[src/rtl/segbuf_pkg.sv]
package segbuf_pkg;
  localparam int unsigned SEG_BYTES_DEF = 2560;
  localparam int unsigned LEN_FULL_DEF  = 2352;
  localparam int unsigned LEN_SHORT_DEF = 2064;

  typedef enum logic [1:0] {
    SEL_CUR_SEG = 2'b00,
    SEL_CUR_CNT = 2'b01,
    SEL_NXT_SEG = 2'b10,
    SEL_NXT_CNT = 2'b11
  } reg_sel_e;

  typedef enum logic [1:0] {
    MOD_FULL      = 2'b00,
    MOD_FULL_ALT  = 2'b01,
    MOD_SHORT     = 2'b10,
    MOD_SHORT_SKP = 2'b11
  } mod_sel_e;
endpackage

[src/rtl/segbuf_ptr_ctrl.sv]
module segbuf_ptr_ctrl #(
  parameter int unsigned SEG_W = 16,
  parameter int unsigned CNT_W = 16,
  parameter int unsigned REG_W = 16
) (
  input  logic             clk,
  input  logic             rst,
  input  logic             sec_sync,
  input  logic             inc_en,
  input  logic             irq_en,
  input  logic             irq_ack,
  input  logic             reg_we,
  input  logic [1:0]       reg_sel,
  input  logic [REG_W-1:0] reg_wdata,
  output logic [SEG_W-1:0] cur_seg,
  output logic [CNT_W-1:0] cur_cnt,
  output logic [SEG_W-1:0] prev_seg,
  output logic             irq
);
  import segbuf_pkg::*;

  logic [SEG_W-1:0] nxt_seg;
  logic [CNT_W-1:0] nxt_cnt;
  logic             reload;

  // run exhausted: counter at 1 (or already empty) when the sync arrives
  assign reload = sec_sync && (cur_cnt <= CNT_W'(1));

  always_ff @(posedge clk) begin
    if (rst) begin
      cur_seg  <= '0;
      cur_cnt  <= '0;
      nxt_seg  <= '0;
      nxt_cnt  <= '0;
      prev_seg <= '0;
    end else if (sec_sync) begin
      prev_seg <= cur_seg;
      if (reload) begin
        cur_seg <= nxt_seg;
        cur_cnt <= nxt_cnt;
      end else begin
        cur_cnt <= cur_cnt - CNT_W'(1);
        if (inc_en) cur_seg <= cur_seg + SEG_W'(1);
      end
    end else if (reg_we) begin
      case (reg_sel_e'(reg_sel))
        SEL_CUR_SEG: cur_seg <= reg_wdata[SEG_W-1:0];
        SEL_CUR_CNT: cur_cnt <= reg_wdata[CNT_W-1:0];
        SEL_NXT_SEG: nxt_seg <= reg_wdata[SEG_W-1:0];
        default:     nxt_cnt <= reg_wdata[CNT_W-1:0];
      endcase
    end
  end

  always_ff @(posedge clk) begin
    if (rst)                  irq <= 1'b0;
    else if (reload && irq_en) irq <= 1'b1;
    else if (irq_ack)          irq <= 1'b0;
  end
endmodule

[src/rtl/segbuf_off_ctr.sv]
module segbuf_off_ctr #(
  parameter int unsigned OFF_W     = 12,
  parameter int unsigned LEN_FULL  = 2352,
  parameter int unsigned LEN_SHORT = 2064
) (
  input  logic             clk,
  input  logic             rst,
  input  logic             sec_sync,
  input  logic             byte_vld,
  input  logic             byte_flag,
  input  logic [1:0]       mod_sel,
  output logic             take,
  output logic [OFF_W-1:0] off
);
  import segbuf_pkg::*;

  logic [OFF_W-1:0] limit;
  logic             skip_flag;

  always_comb begin
    case (mod_sel_e'(mod_sel))
      MOD_SHORT, MOD_SHORT_SKP: limit = OFF_W'(LEN_SHORT);
      default:                  limit = OFF_W'(LEN_FULL);
    endcase
  end

  assign skip_flag = (mod_sel_e'(mod_sel) == MOD_SHORT_SKP) && byte_flag;
  assign take      = byte_vld && !sec_sync && !skip_flag && (off < limit);

  always_ff @(posedge clk) begin
    if (rst || sec_sync) off <= '0;
    else if (take)       off <= off + OFF_W'(1);
  end
endmodule

[src/rtl/segbuf_addr_gen.sv]
module segbuf_addr_gen #(
  parameter int unsigned SEG_W     = 16,
  parameter int unsigned OFF_W     = 12,
  parameter int unsigned ADDR_W    = 28,
  parameter int unsigned SEG_BYTES = 2560
) (
  input  logic              clk,
  input  logic              rst,
  input  logic              take,
  input  logic              wr_dis,
  input  logic [SEG_W-1:0]  cur_seg,
  input  logic [OFF_W-1:0]  off,
  input  logic [7:0]        byte_data,
  output logic              wr_en,
  output logic [ADDR_W-1:0] wr_addr,
  output logic [7:0]        wr_data
);
  logic [ADDR_W-1:0] base;

  assign base = ADDR_W'(cur_seg) * ADDR_W'(SEG_BYTES);

  always_ff @(posedge clk) begin
    if (rst) begin
      wr_en   <= 1'b0;
      wr_addr <= '0;
      wr_data <= '0;
    end else begin
      wr_en <= take && !wr_dis;
      if (take) begin
        wr_addr <= base + ADDR_W'(off);
        wr_data <= byte_data;
      end
    end
  end
endmodule

[src/rtl/segbuf_wrptr.sv]
module segbuf_wrptr #(
  parameter int unsigned SEG_W     = 16,
  parameter int unsigned CNT_W     = 16,
  parameter int unsigned SEG_BYTES = segbuf_pkg::SEG_BYTES_DEF,
  parameter int unsigned LEN_FULL  = segbuf_pkg::LEN_FULL_DEF,
  parameter int unsigned LEN_SHORT = segbuf_pkg::LEN_SHORT_DEF,
  localparam int unsigned OFF_W    = $clog2(SEG_BYTES),
  localparam int unsigned ADDR_W   = SEG_W + OFF_W,
  localparam int unsigned REG_W    = (SEG_W > CNT_W) ? SEG_W : CNT_W
) (
  input  logic              clk,
  input  logic              rst,
  input  logic              byte_vld,
  input  logic [7:0]        byte_data,
  input  logic              byte_flag,
  input  logic              sec_sync,
  input  logic [1:0]        mod_sel,
  input  logic              inc_en,
  input  logic              wr_dis,
  input  logic              irq_en,
  input  logic              irq_ack,
  input  logic              reg_we,
  input  logic [1:0]        reg_sel,
  input  logic [REG_W-1:0]  reg_wdata,
  output logic              wr_en,
  output logic [ADDR_W-1:0] wr_addr,
  output logic [7:0]        wr_data,
  output logic [SEG_W-1:0]  cur_seg,
  output logic [CNT_W-1:0]  cur_cnt,
  output logic [SEG_W-1:0]  prev_seg,
  output logic              irq
);
  logic             take;
  logic [OFF_W-1:0] off;

  segbuf_ptr_ctrl #(.SEG_W(SEG_W), .CNT_W(CNT_W), .REG_W(REG_W)) ptr_i (
    .clk(clk), .rst(rst), .sec_sync(sec_sync), .inc_en(inc_en),
    .irq_en(irq_en), .irq_ack(irq_ack), .reg_we(reg_we), .reg_sel(reg_sel),
    .reg_wdata(reg_wdata), .cur_seg(cur_seg), .cur_cnt(cur_cnt),
    .prev_seg(prev_seg), .irq(irq)
  );

  segbuf_off_ctr #(.OFF_W(OFF_W), .LEN_FULL(LEN_FULL), .LEN_SHORT(LEN_SHORT)) off_i (
    .clk(clk), .rst(rst), .sec_sync(sec_sync), .byte_vld(byte_vld),
    .byte_flag(byte_flag), .mod_sel(mod_sel), .take(take), .off(off)
  );

  segbuf_addr_gen #(.SEG_W(SEG_W), .OFF_W(OFF_W), .ADDR_W(ADDR_W), .SEG_BYTES(SEG_BYTES)) adr_i (
    .clk(clk), .rst(rst), .take(take), .wr_dis(wr_dis), .cur_seg(cur_seg),
    .off(off), .byte_data(byte_data), .wr_en(wr_en), .wr_addr(wr_addr),
    .wr_data(wr_data)
  );
endmodule

[config.mk]
export PLATFORM = sky130hd
export DESIGN_NAME = segbuf_wrptr
export DESIGN_NICKNAME = d
export VERILOG_FILES = /design/src/rtl/segbuf_pkg.sv /design/src/rtl/segbuf_ptr_ctrl.sv /design/src/rtl/segbuf_off_ctr.sv /design/src/rtl/segbuf_addr_gen.sv /design/src/rtl/segbuf_wrptr.sv
export SDC_FILE = /design/constraint.sdc
export NUM_CORES = 1
export LEC_CHECK = 0
export BUFFER_PORTS_ARGS = -buffer_cell sky130_fd_sc_hd__buf_2
export CORE_MARGIN = 8
export CORE_UTILIZATION = 50
export DETAILED_ROUTE_END_ITERATION = 8
export PLACE_DENSITY = 0.75
export SYNTH_ARGS = -nofsm -noshare
export SYNTH_HDL_FRONTEND = slang
export SYNTH_HIERARCHICAL = 1
export SYNTH_SLANG_ARGS = --single-unit
[constraint.sdc]
create_clock -name clk -period 3.3 [get_ports clk]
set_input_delay 0.165 -clock clk [delete_from_list [all_inputs] [get_ports clk]]
set_output_delay 0.165 -clock clk [all_outputs]
set_load 0.03 [all_outputs]
**Word-level counts from Yosys, hierarchy flattened**

Index checks and enable logic that the tools add are counted.

- Bits in registers: 130
- Latch bits: 0
- Memory bits (writable): 0
- ROM bits: 0
- Input bits: 38
- Output and inout port bits: 86
- Word-level logic and storage cells: 58
- Memories kept: 0

- Add/sub/neg operators: 4
- Multipliers: 1
- Div/mod/pow operators: 0
- $lt $le $gt $ge: 2
- Equal/unequal tests: 5
- Shift-type cells: 0
- Mux-type cells: 12
- Bitwise logic cells: 2
- Reductions and logical operators: 22

Operators by type and width:

| kind | count |
|---|---|
| $mux 16 | 9 |
| $add 28x12->28 | 1 |
| $mul 16x3->19 const B | 1 |
| $add 16x1->16 const B | 1 |
| $le 16x1->1 const B | 1 |
| $sub 16x1->16 const B | 1 |
| $add 12x1->12 const B | 1 |
| $lt 12x12->1 | 1 |
| $mux 9 | 1 |
| $reduce_and 3->1 | 3 |
| $reduce_bool 2->1 | 4 |
| $logic_and 1x1->1 | 7 |
| $eq 2x2->1 const B | 3 |
| $logic_not 1->1 | 3 |
| $ne 3x1->1 const B | 1 |
| $reduce_or 3->1 | 1 |
| $eq 2x1->1 const B | 1 |
| $logic_not 2->1 | 1 |
| $mux 1 | 2 |
| $not 1->1 | 2 |
| $reduce_and 2->1 | 1 |
| $reduce_or 2->1 | 1 |
| $logic_or 1x1->1 | 1 |

**Logic depth before layout (Yosys ltp)**

Gate-level depths: netlist of the first run.

- Depth after elaboration: 6
- Gate-level depth with buffers: 11
- Mapped depth without buffers: 11

**By module**

The synthesis of the first run kept the hierarchy.

Modules (own cells, without submodules):

| module | instances | cells each | area an instance (µm²) | seq. area each (µm²) |
|---|---|---|---|---|
| segbuf_ptr_ctrl | 1 | 543 | 4249.1 | 1621.6 |
| segbuf_addr_gen | 1 | 274 | 2566.2 | 740.7 |
| segbuf_off_ctr | 1 | 69 | 695.7 | 240.2 |

**Worst setup path after synthesis of the first run**

OpenSTA, ideal clock, no wires.

- Path type: reg-to-reg
- Start point: register ptr_i.cur_seg[1]
- End point: register adr_i.wr_addr[26]
- Library setup time: 0.086 ns
- Data arrival time: 3.335 ns
- Data required time: 3.214 ns
- Setup slack: -0.121 ns
- Cell stages (with the launch flop): 11
- Buffers on the path: 0
- Period minus slack after synthesis: 3.421 ns
- Path through: dfxtp_1 -> ha_1 -> ha_1 -> fa_1 -> nand3_1 -> a2111oi_4 -> nand4_1 -> nor4b_4 -> nand4_1 -> xnor2_1 -> a211oi_1

- Word-level cells in the longest chain between the ends: 2

Ends and longest elaborated chain:

| element | line | text |
|---|---|---|
| from (decl) | segbuf_ptr_ctrl.sv:15 | `output logic [SEG_W-1:0] cur_seg,` |
| from (signal assigned) | segbuf_ptr_ctrl.sv:39 | `cur_seg <= nxt_seg;` |
| from (signal assigned) | segbuf_ptr_ctrl.sv:43 | `if (inc_en) cur_seg <= cur_seg + SEG_W'(1);` |
| from (signal assigned) | segbuf_ptr_ctrl.sv:47 | `SEL_CUR_SEG: cur_seg <= reg_wdata[SEG_W-1:0];` |
| $mul 16x3->19 | segbuf_addr_gen.sv:20 | `assign base = ADDR_W'(cur_seg) * ADDR_W'(SEG_BYTES);` |
| $add 28x12->28 | segbuf_addr_gen.sv:30 | `wr_addr <= base + ADDR_W'(off);` |
| to (signal assigned) | segbuf_addr_gen.sv:30 |  |
| to (decl) | segbuf_addr_gen.sv:15 | `output logic [ADDR_W-1:0] wr_addr,` |

No other way between the ends.
A chain may end at the register's enable or synchronous reset.

**Worst setup path in the final report of the first run**

- Start point: register ptr_i.cur_seg[1]
- End point: register adr_i.wr_addr[27]

The elaborated chain is that of the path after synthesis.

==> results.md, run 1 <==
Timing:
- Setup violations remaining at the end of the flow were counted as 0.
- The achievable frequency is 0.321 GHz.
- The worst pin sits at a relative slew slack of 21.1%.
- Subtracting the final worst setup slack from the clock period gives 3.12 ns.
- The number of hold violations in the final report is 0.
- On the final layout, the worst clock skew is roughly 0.009 ns.
- Setup repair after global routing could not meet its margin everywhere.
- At the pin with the least slew margin, the transition time is 1.18 ns.
- The setup total negative slack is 0 ns.
- The final cycle utilization of the critical path is 94.5%.
- The post-layout worst setup margin is 0.183 ns.
- The max-slew violation count was 0.

Critical path:
- The critical path goes through ha_1, ha_2, fa_1, a21o_1, a21oi_1, xnor2_2, nand4_1, nor3_4, nand3_1, or3_1, a31oi_1.
- For the worst setup path, the data required time is 3.65 ns.
- The logic depth of the worst register-to-register path is 11.
- The endpoint identified for the worst register-to-register timing path is adr_i/wr_addr[27].
- STA classifies the critical path endpoint as a flip-flop.
- The cell with the largest stage delay on the worst path is fa_1.
- The critical path is of the flip-flop to flip-flop type.
- The most critical setup path has its startpoint at ptr_i/cur_seg[1].
- The critical path runs through a total of 11 cells.
- The slack of the worst reg-to-reg path is 0.18 ns.
- STA puts the critical path data arrival time at 3.47 ns.
- For this run, the slowest stage of the critical path takes 0.50 ns.
- The kind of cell with the highest combined delay along the critical path is adder cells.
- The startpoint identified for the worst register-to-register timing path is ptr_i/cur_seg[1].
- The number of buffers and inverters on the critical path is 0.
- The worst setup path is launched from a flip-flop.
- The maximum net fanout on the critical path is 5.

GRT:
- The number of global-route vias before repair is 6727.
- The total overflow left after global routing is 0.
- The global-route wire length before repair is about 34000 um.
- Entering global routing, the biggest net connects 65 pins.
- The initial antenna violation count is 0.
- Global routing used 21.3% of the available tracks across all layers.

Floorplanning:
- The number of standard-cell rows in the floorplan is 45.
- The die covers 19200 um2.
- The core area is 14900 um2.
- The width of the chip is 139 um.
- The number of placed I/O pins is 124.
- The height of the die is 139 um.
- The initial cell density of the core is 50.3%.

Logic synthesis:
- The xor-xnor portion of the synthesized cell area is around 5.6%.
- After Yosys synthesis, and, or, nand and nor cells account for 23.0% of the synthesized area.
- For this run, the number of Yosys warnings is 6.
- The average instance area after synthesis is 8.48 um2.
- The number of library cell types mapped by synthesis is 87.
- For this run, asynchronously set or reset flops after synthesis account for 0%.
- The portion of synthesized area spent on multiplexers is approximately 5.3%.
- Summing the areas of all compound-gate instances in the mapped netlist gives 20.1% of the synthesized area.
- The fraction of the yosys area taken by sequential cells is 34.6%.
- By area, the combinational part of the netlist is dominated by simple AND/OR/NAND/NOR gates.
- The post-synth design cell area is 7510 um2.
- For this run, the leading register cell type out of synthesis is dfxtp_1.
- Counting flops and latches in the post-synthesis netlist gives 130.
- The gate count after technology mapping is ~900.
- The number of nets in the synthesized netlist is 963.
- The number of flops mapped to enable cells by yosys is 0.
- The arithmetic-cell share of the synthesized area counting full adders, half adders and majority gates is 6.70%.

Run status:
- The flow ran to the end, and the final reports show no timing, DRC or antenna violations.

Power and ir drop:
- The power spent charging and discharging nets is about 1.6 mW.
- The clock network fraction of design power is 40.8%.
- In this run switching power makes up a little under a third of total power.
- In this run, the combinational gates consume 23.9% of the power.
- In this run the static leakage power is roughly 3.7 nW.
- The internal power of the cells totals 3.35 mW.
- The design draws just under 5 mW.
- The portion of total power attributed to sequential cells is 35.3%.
- The maximum VDD drop is roughly 0.37 mV.
- The areal power density over the cells is roughly 540 nW/um2.

Layout:
- The combined flip-flop and latch cell area is 2610 um2.
- At the end of the flow, the number of nets in the layout was between 1000 and 1500.
- Summing all multi-input logic gate instances after layout gives 4600 um2.
- In the final layout, the share of cells above drive strength 1 is 22.4%.
- After filler insertion, the fill cell instance count of the layout stands at 1315.
- Once layout is complete, the utilization of the core stands at between 60% and 70%.
- Relative to the synthesized area, the layout overhead comes to 21.6%.
- The number of antenna repair diodes is 0.

Clocking:
- The cell at the root of the clock tree is clkbuf_16.
- CTS built an H-tree with a depth of 4.
- Clock tree synthesis inserted a total of 17 buffers.
- The clock latency on the worst-skew pair is 0.43 ns.
- After clock tree synthesis, the clock-pin slew on the worst setup and hold paths is 0.06 ns.
- The clock passes through at most 2 buffers.
- The clock tree from TritonCTS is done.
- The total number of clock tree sinks is 130.

Min path:
- Counting instances, the worst hold path has a depth of 3.
- The type of the most critical hold path is primary input to flip-flop.
- The worst hold path terminates at adr_i/wr_data[0].
- The source of the worst hold timing path is byte_data[0].

Placed design:
- During placement, the flow inserted port buffers numbering between 100 and 150.
- The half-perimeter wire length after placement is between 10000 and 15000 um.
- The congestion estimate from routability-driven global placement came to 0.894.
- Before CTS, the worst setup slack after placement is 0.124 ns.

Detailed routing:
- Before antenna repair, the detailed router went through 6 iterations.
- The post-detailed-route count of antenna-violating nets is 0.
- The first-iteration detailed-routing DRC count is 617.
- The total detailed-routing wirelength is 21000 um.
- The final routed DRC violation total is 0.
- After detailed routing, the average wire length per cell comes to ~17 um.
- The final route contains ~7100 vias.
- In the routed layout, each cell is associated on average with a via count of between 5 and 6.

Flow run:
- The tool flagged a number of max-cap violations equal to 0.
-- power groups by stage --
stage                     logic [mW]  clock network (mW)  registers [mW]
after global routing            1.26                2.10            1.74
after global placement          1.12                   0            1.76
after CTS                       1.15                2.03            1.73
after floorplan                0.689                   0            1.90
after detailed placement        1.13                   0            1.76
final                           1.17                2.00            1.73
-- flip-flops by register name, summed over array words and instances, names as in the netlist --
signal and flops:
adr_i/wr_addr 28, adr_i/wr_data 8, adr_i/wr_en 1, off_i/off 12, ptr_i/cur_cnt 16, ptr_i/cur_seg 16
ptr_i/irq 1, ptr_i/nxt_cnt 16, ptr_i/nxt_seg 16, ptr_i/prev_seg 16
-- cell type report --
cell class                      instances  share of cell area, %
Multi-Input combinational cell        679                   50.4
Sequential cell                       130                   28.5
Timing Repair Buffer                  165                   10.7
Clock buffer                           19                   4.85
Tap cell                              188                   2.58
Clock inverter                         12                   1.97
Inverter                               23                  0.945
-- stage by stage --
stage / cell area, um2 / hold WS (ns) / instances
floorplan: 7510 / 0.241 / 886
global placement: 8320 / 0.333 / 1169
detailed placement: 8320 / 0.330 / 1169
CTS: 9080 / 0.000795 / 1214
global route: 9130 / 0.00457 / 1216
finish: 9130 / 0.00781 / 1216
-- per-layer routing --
metal  up-vias  wire (um)  track usage, %
met3        32       1450            5.41
met1      3321       9450            27.1
met2       274       9910            35.2
li1       3468          -               -
met5         -          0               0
met4         0        227            5.38
-- cells in the final DEF, fill, tap and decap left out, types with 4 or more instances in the layout --
| master | synthesis | final |
|---|---|---|
| nor3_1 | 18 | 16 |
| a211o_1 | 5 | 5 |
| o32ai_1 | 14 | 14 |
| and3_1 | 12 | 12 |
| nand3_1 | 36 | 36 |
| nor3b_1 | 5 | 5 |
| inv_1 | 22 | 22 |
| nor2b_1 | 5 | 5 |
| dfxtp_1 | 130 | 128 |
| o211ai_1 | 5 | 5 |
| a211oi_1 | 20 | 19 |
| a21oi_1 | 69 | 69 |
| nor2_1 | 100 | 99 |
| o21ai_1 | 5 | 5 |
| xor2_1 | 10 | 10 |
| o311a_1 | 6 | 6 |
| buf_4 | 5 | 28 |
| xnor2_1 | 33 | 32 |
| bufinv_16 | 0 | 4 |
| buf_2 | 4 | 122 |
| ha_1 | 37 | 36 |
| dlygate4sd3_1 | 0 | 14 |
| clkbuf_16 | 0 | 17 |
| a31oi_1 | 4 | 4 |
| a21o_1 | 4 | 4 |
| o21ai_0 | 22 | 22 |
| a2111oi_0 | 6 | 6 |
| mux2i_1 | 39 | 39 |
| nand4_1 | 15 | 15 |
| nand2b_1 | 4 | 4 |
| nand2_1 | 120 | 120 |
-- synthesized netlist by cell type (all sizes together), types with 5 or more instances --
library cell	number	area share (%)
o21ai	27	1.8
ha	37	6.2
dfxtp	130	35
xor2	11	1.4
nor2b	5	0.42
nor4	7	1.2
a311oi	6	0.95
inv	22	1.1
nand2	121	6.1
a2111oi	9	1.5
o311a	6	0.80
nor3	21	1.7
nor2	101	5.1
clkbuf	33	1.7
a21oi	73	5.2
nand4	15	1.2
buf	21	1.8
o211ai	6	0.67
xnor2	34	4.2
mux2i	39	5.2
a211oi	21	2.2
nor3b	5	0.50
o32ai	15	1.8
a211o	5	0.58
nand3	38	2.7
and3	13	1.1
-- worst max path at each step --
stage / endpoint / slack (ns)
floorplan: adr_i/wr_addr[26] / 0.06
global placement: adr_i/wr_addr[26] / 0.19
detailed placement: adr_i/wr_addr[27] / 0.12
CTS: adr_i/wr_addr[27] / 0.11
global route: adr_i/wr_addr[26] / -0.03
finish: adr_i/wr_addr[27] / 0.18
-- logic make-up after synthesis --
logic type / count (synthesis)
mux: 40
simple gates: 349
compound gates: 206
xor+xnor: 45
buf+inv: 77
fa+ha+maj: 39
flops: 130
-- timing repair --
action                                 CTS  global route
endpoints found under the hold margin   16             0
setup endpoints to repair                0             4
buffers inserted                         0             2
gates resized for setup                  0             6
hold buffers                            14             0
-- worst register-to-register path, delay by kind of cell, from the launching register on --
family	cells	cell delay [ns]
flops	1	0.32
compound gates	3	0.61
xor+xnor	1	0.19
fa+ha+maj	3	0.98
simple gates	4	0.95
(Power assumes the default switching activity.)
==> inputs of run 2 (changes only) <==
--- a/config.mk
+++ b/config.mk
@@ -8,7 +8,9 @@
 export BUFFER_PORTS_ARGS = -buffer_cell sky130_fd_sc_hd__buf_2
 export CORE_MARGIN = 8
 export CORE_UTILIZATION = 50
+export CTS_BUF_LIST = sky130_fd_sc_hd__clkbuf_4 sky130_fd_sc_hd__clkbuf_8
 export DETAILED_ROUTE_END_ITERATION = 8
+export GPL_TIMING_DRIVEN = 1
 export PLACE_DENSITY = 0.75
 export SYNTH_ARGS = -nofsm -noshare
 export SYNTH_HDL_FRONTEND = slang
==> results.md, run 2 (synthesis gave the netlist of run 1 again) <==
GRT:
- The maximum number of pins on one net before global-route repair came to 65 (unchanged).
- The global-route wire length before repair is 34300 um (-0.18%).
- The initial antenna violation count is 0 (unchanged).
- The number of global-route vias before repair came to 6724 (-0.045%).
- The residual overflow from global routing is 0 (unchanged).
- The overall routing resource usage was 21.2% (-0.11 points).

Clocking:
- The maximum number of buffers from clock root to sink was 2 (unchanged).
- The clock latency on the worst-skew pair is 0.46 ns (+0.03 ns).
- The deepest level of the CTS H-tree was 4 (unchanged).
- The clock input transition at the sequential cells of the worst setup and hold paths is 0.08 ns (+0.02 ns).
- The cell sitting at the root of the clock tree is a clkbuf_8.
- The number of clock buffers inserted by TritonCTS was 17 (unchanged).
- The total number of clock tree sinks is 130 (unchanged).
- TritonCTS built the clock tree.

Timing:
- Setup repair after global routing left no endpoint under its margin.
- The max-slew violation count came to 0 (unchanged).
- The final critical-path required period is 3.05 ns (-0.0620 ns).
- The achievable frequency was 0.327 GHz (+2.0%).
- The final cycle utilization of the critical path is 92.6% (-1.9 points).
- The setup total negative slack is 0 ns (unchanged).
- The number of failing setup endpoints in the final timing report is 0 (unchanged).
- The post-layout worst setup margin was 0.245 ns (+0.0620 ns).
- The clock skew after layout came to 0.0144 ns (+0.00539 ns).
- The remaining max-slew budget at the tightest pin is 21.4% (+0.27 points).
- The number of hold violations in the final report came to 0 (unchanged).
- The pin slew with the least headroom to its limit was 1.18 ns (-0.00407 ns).

Layout:
- The library cells used most frequently in the layout, excluding fill and tap cells, are dfxtp_1 (128), buf_2 (122), nand2_1 (120).
- The fraction of final layout cells with drive strength greater than 1 was 22.4% (about the same).
- The flip-flop count of the largest register after layout came to 28 (unchanged).
- The final layout net count is 1106 (+1.2%).
- The number of antenna repair diodes is 0 (unchanged).
- The largest register by flop count is adr_i/wr_addr.
- The most common library cell in the layout ignoring fill and taps is dfxtp_1.
- Relative to the synthesized area, the layout overhead comes to 21.1%.

Critical path:
- The data arrival at the endpoint of the critical path is 3.45 ns (-0.02 ns).
- The worst setup path is captured at a flip-flop.
- The data required time at the worst endpoint came to 3.69 ns (+0.04 ns).
- The worst register-to-register path ends at adr_i/wr_addr[24].
- The logic depth of the worst register-to-register path was 12 (+1).
- The kind of critical path is flip-flop to flip-flop.
- The worst register-to-register path begins at ptr_i/cur_seg[3].
- The slack of the worst reg-to-reg path is 0.25 ns (+0.06 ns).
- The maximum net fanout on the critical path is 8 (+3).
- STA classifies the critical path startpoint as a flip-flop.
- The most critical setup path has its startpoint at ptr_i/cur_seg[3].

Flow run:
- The number of max-cap violations is 0 (unchanged).

Min path:
- The min-delay analysis places its worst path in the category primary input to flip-flop.
- In this run the most critical hold path is launched from sec_sync.
- The sink of the worst hold path is ptr_i/prev_seg[5].
- The hold-critical path depth is 3 (unchanged).

Placed design:
- The count of input and output buffers is 123 (unchanged).
- The placer congestion estimate is 0.894 (unchanged).
- The half-perimeter wire length after placement is 14500 um (unchanged).
- The pre-CTS worst setup slack is 0.124 ns (unchanged).

Floorplanning:
- The number of placed I/O pins is 124 (unchanged).
- The height of the die is 139 um (unchanged).
- The core area came to 14900 um2 (unchanged).
- The initial cell density of the core is 50.3% (unchanged).
- The floorplan die area was 19200 um2 (unchanged).
- The number of standard-cell rows in the floorplan was 45 (unchanged).
- The width of the chip is 139 um (unchanged).

Power and ir drop:
- The maximum VDD drop was 0.268 mV (-28%).
- The reported leakage power was 3.69 nW (-0.97%).
- The power after layout came to 4.43 mW (-9.7%).
- The areal power density over the cells is 487 nW/um2 (-9.4%).

Detailed routing:
- The final routed DRC violation total is 0 (unchanged).
- The first-iteration detailed-routing DRC count is 663 (+7.5%).
- The post-detailed-route count of antenna-violating nets is 0 (unchanged).
- The post-detailed-route via-to-cell ratio is 5.84 (about the same).
- The total detailed-routing wirelength was 21100 um (+0.51%).
- The routed wire length per instance came to 17.2 um (-0.55%).
- The via count is 7173 (+1.1%).
- The number of iterations in the first detailed-routing pass was 6 (unchanged).

Run status:
- The flow ran to the end, and the final reports show no timing, DRC or antenna violations.
run 2: cell types whose count changed in the layout (fill, tap and decap cells not counted), moves of 2 or more:
cell	before	now
dlygate4sd3_1	14	27
clkbuf_8	1	18
ha_4	0	2
clkbuf_16	17	0
run 2: routing by layer:
metal | track usage (%) | vias to the layer above | wire [um]
met4 | 5.66 | 0 | 286
met1 | 27.3 | 3360 | 9460
met5 | 0 | - | 0
met2 | 34.6 | 299 | 9900
met3 | 5.21 | 31 | 1500
li1 | - | 3483 | -
run 2: area by class of cell:
| cell class | instances | area, um2 |
|---|---|---|
| well taps | 188 | 235 |
| multi-input cells | 679 | 4630 |
| clock inverters | 12 | 180 |
| clock buffers | 19 | 255 |
| inverters | 23 | 86.3 |
| flip-flops and latches | 130 | 2610 |
| fillers | 1322 | 5820 |
| repair buffers | 178 | 1110 |
run 2: worst max-delay path by stage:
stage	cells after the start	slack (ns)	end
final	12	0.25	adr_i/wr_addr[24]
after global routing	11	0.01	adr_i/wr_addr[26]
after CTS	11	0.1	adr_i/wr_addr[27]
after detailed placement	11	0.12	adr_i/wr_addr[27]
after global placement	10	0.19	adr_i/wr_addr[26]
after floorplan	10	0.06	adr_i/wr_addr[26]
run 2: timing repair:
item                                    in CTS  in global routing
setup buffers                                0                  2
endpoints found under the setup margin       0                  4
endpoints found under the hold margin       42                  0
hold buffers                                27                  0
resized for setup                            0                  9
run 2: metrics by stage:
step	util, %	hold slack (ns)	cell area (um2)	std cells
2_1_floorplan	-	0.241	7510	886
3_3_place_gp	55.8	0.333	8320	1169
3_5_place_dp	55.8	0.330	8320	1169
4_1_cts	60.5	0.0733	9030	1227
5_1_grt	61.0	0.114	9100	1229
6_report	61.0	0.103	9100	1229
run 2: power by group:
part | internal, mW | switching, mW
Combinational | 0.428 | 0.764
Sequential | 1.65 | 0.0791
Clock | 0.851 | 0.660
run 2: critical path, stage by stage (launching register included):
cell and delay, ns:
dfxtp_2 0.34, buf_4 0.17, ha_1 0.30, ha_1 0.41, a21oi_1 0.22, a21oi_1 0.16
a2111oi_4 0.36, nand4_1 0.24, nor4b_4 0.28, buf_4 0.17, a31o_1 0.14, nand3_1 0.07
a21oi_1 0.14
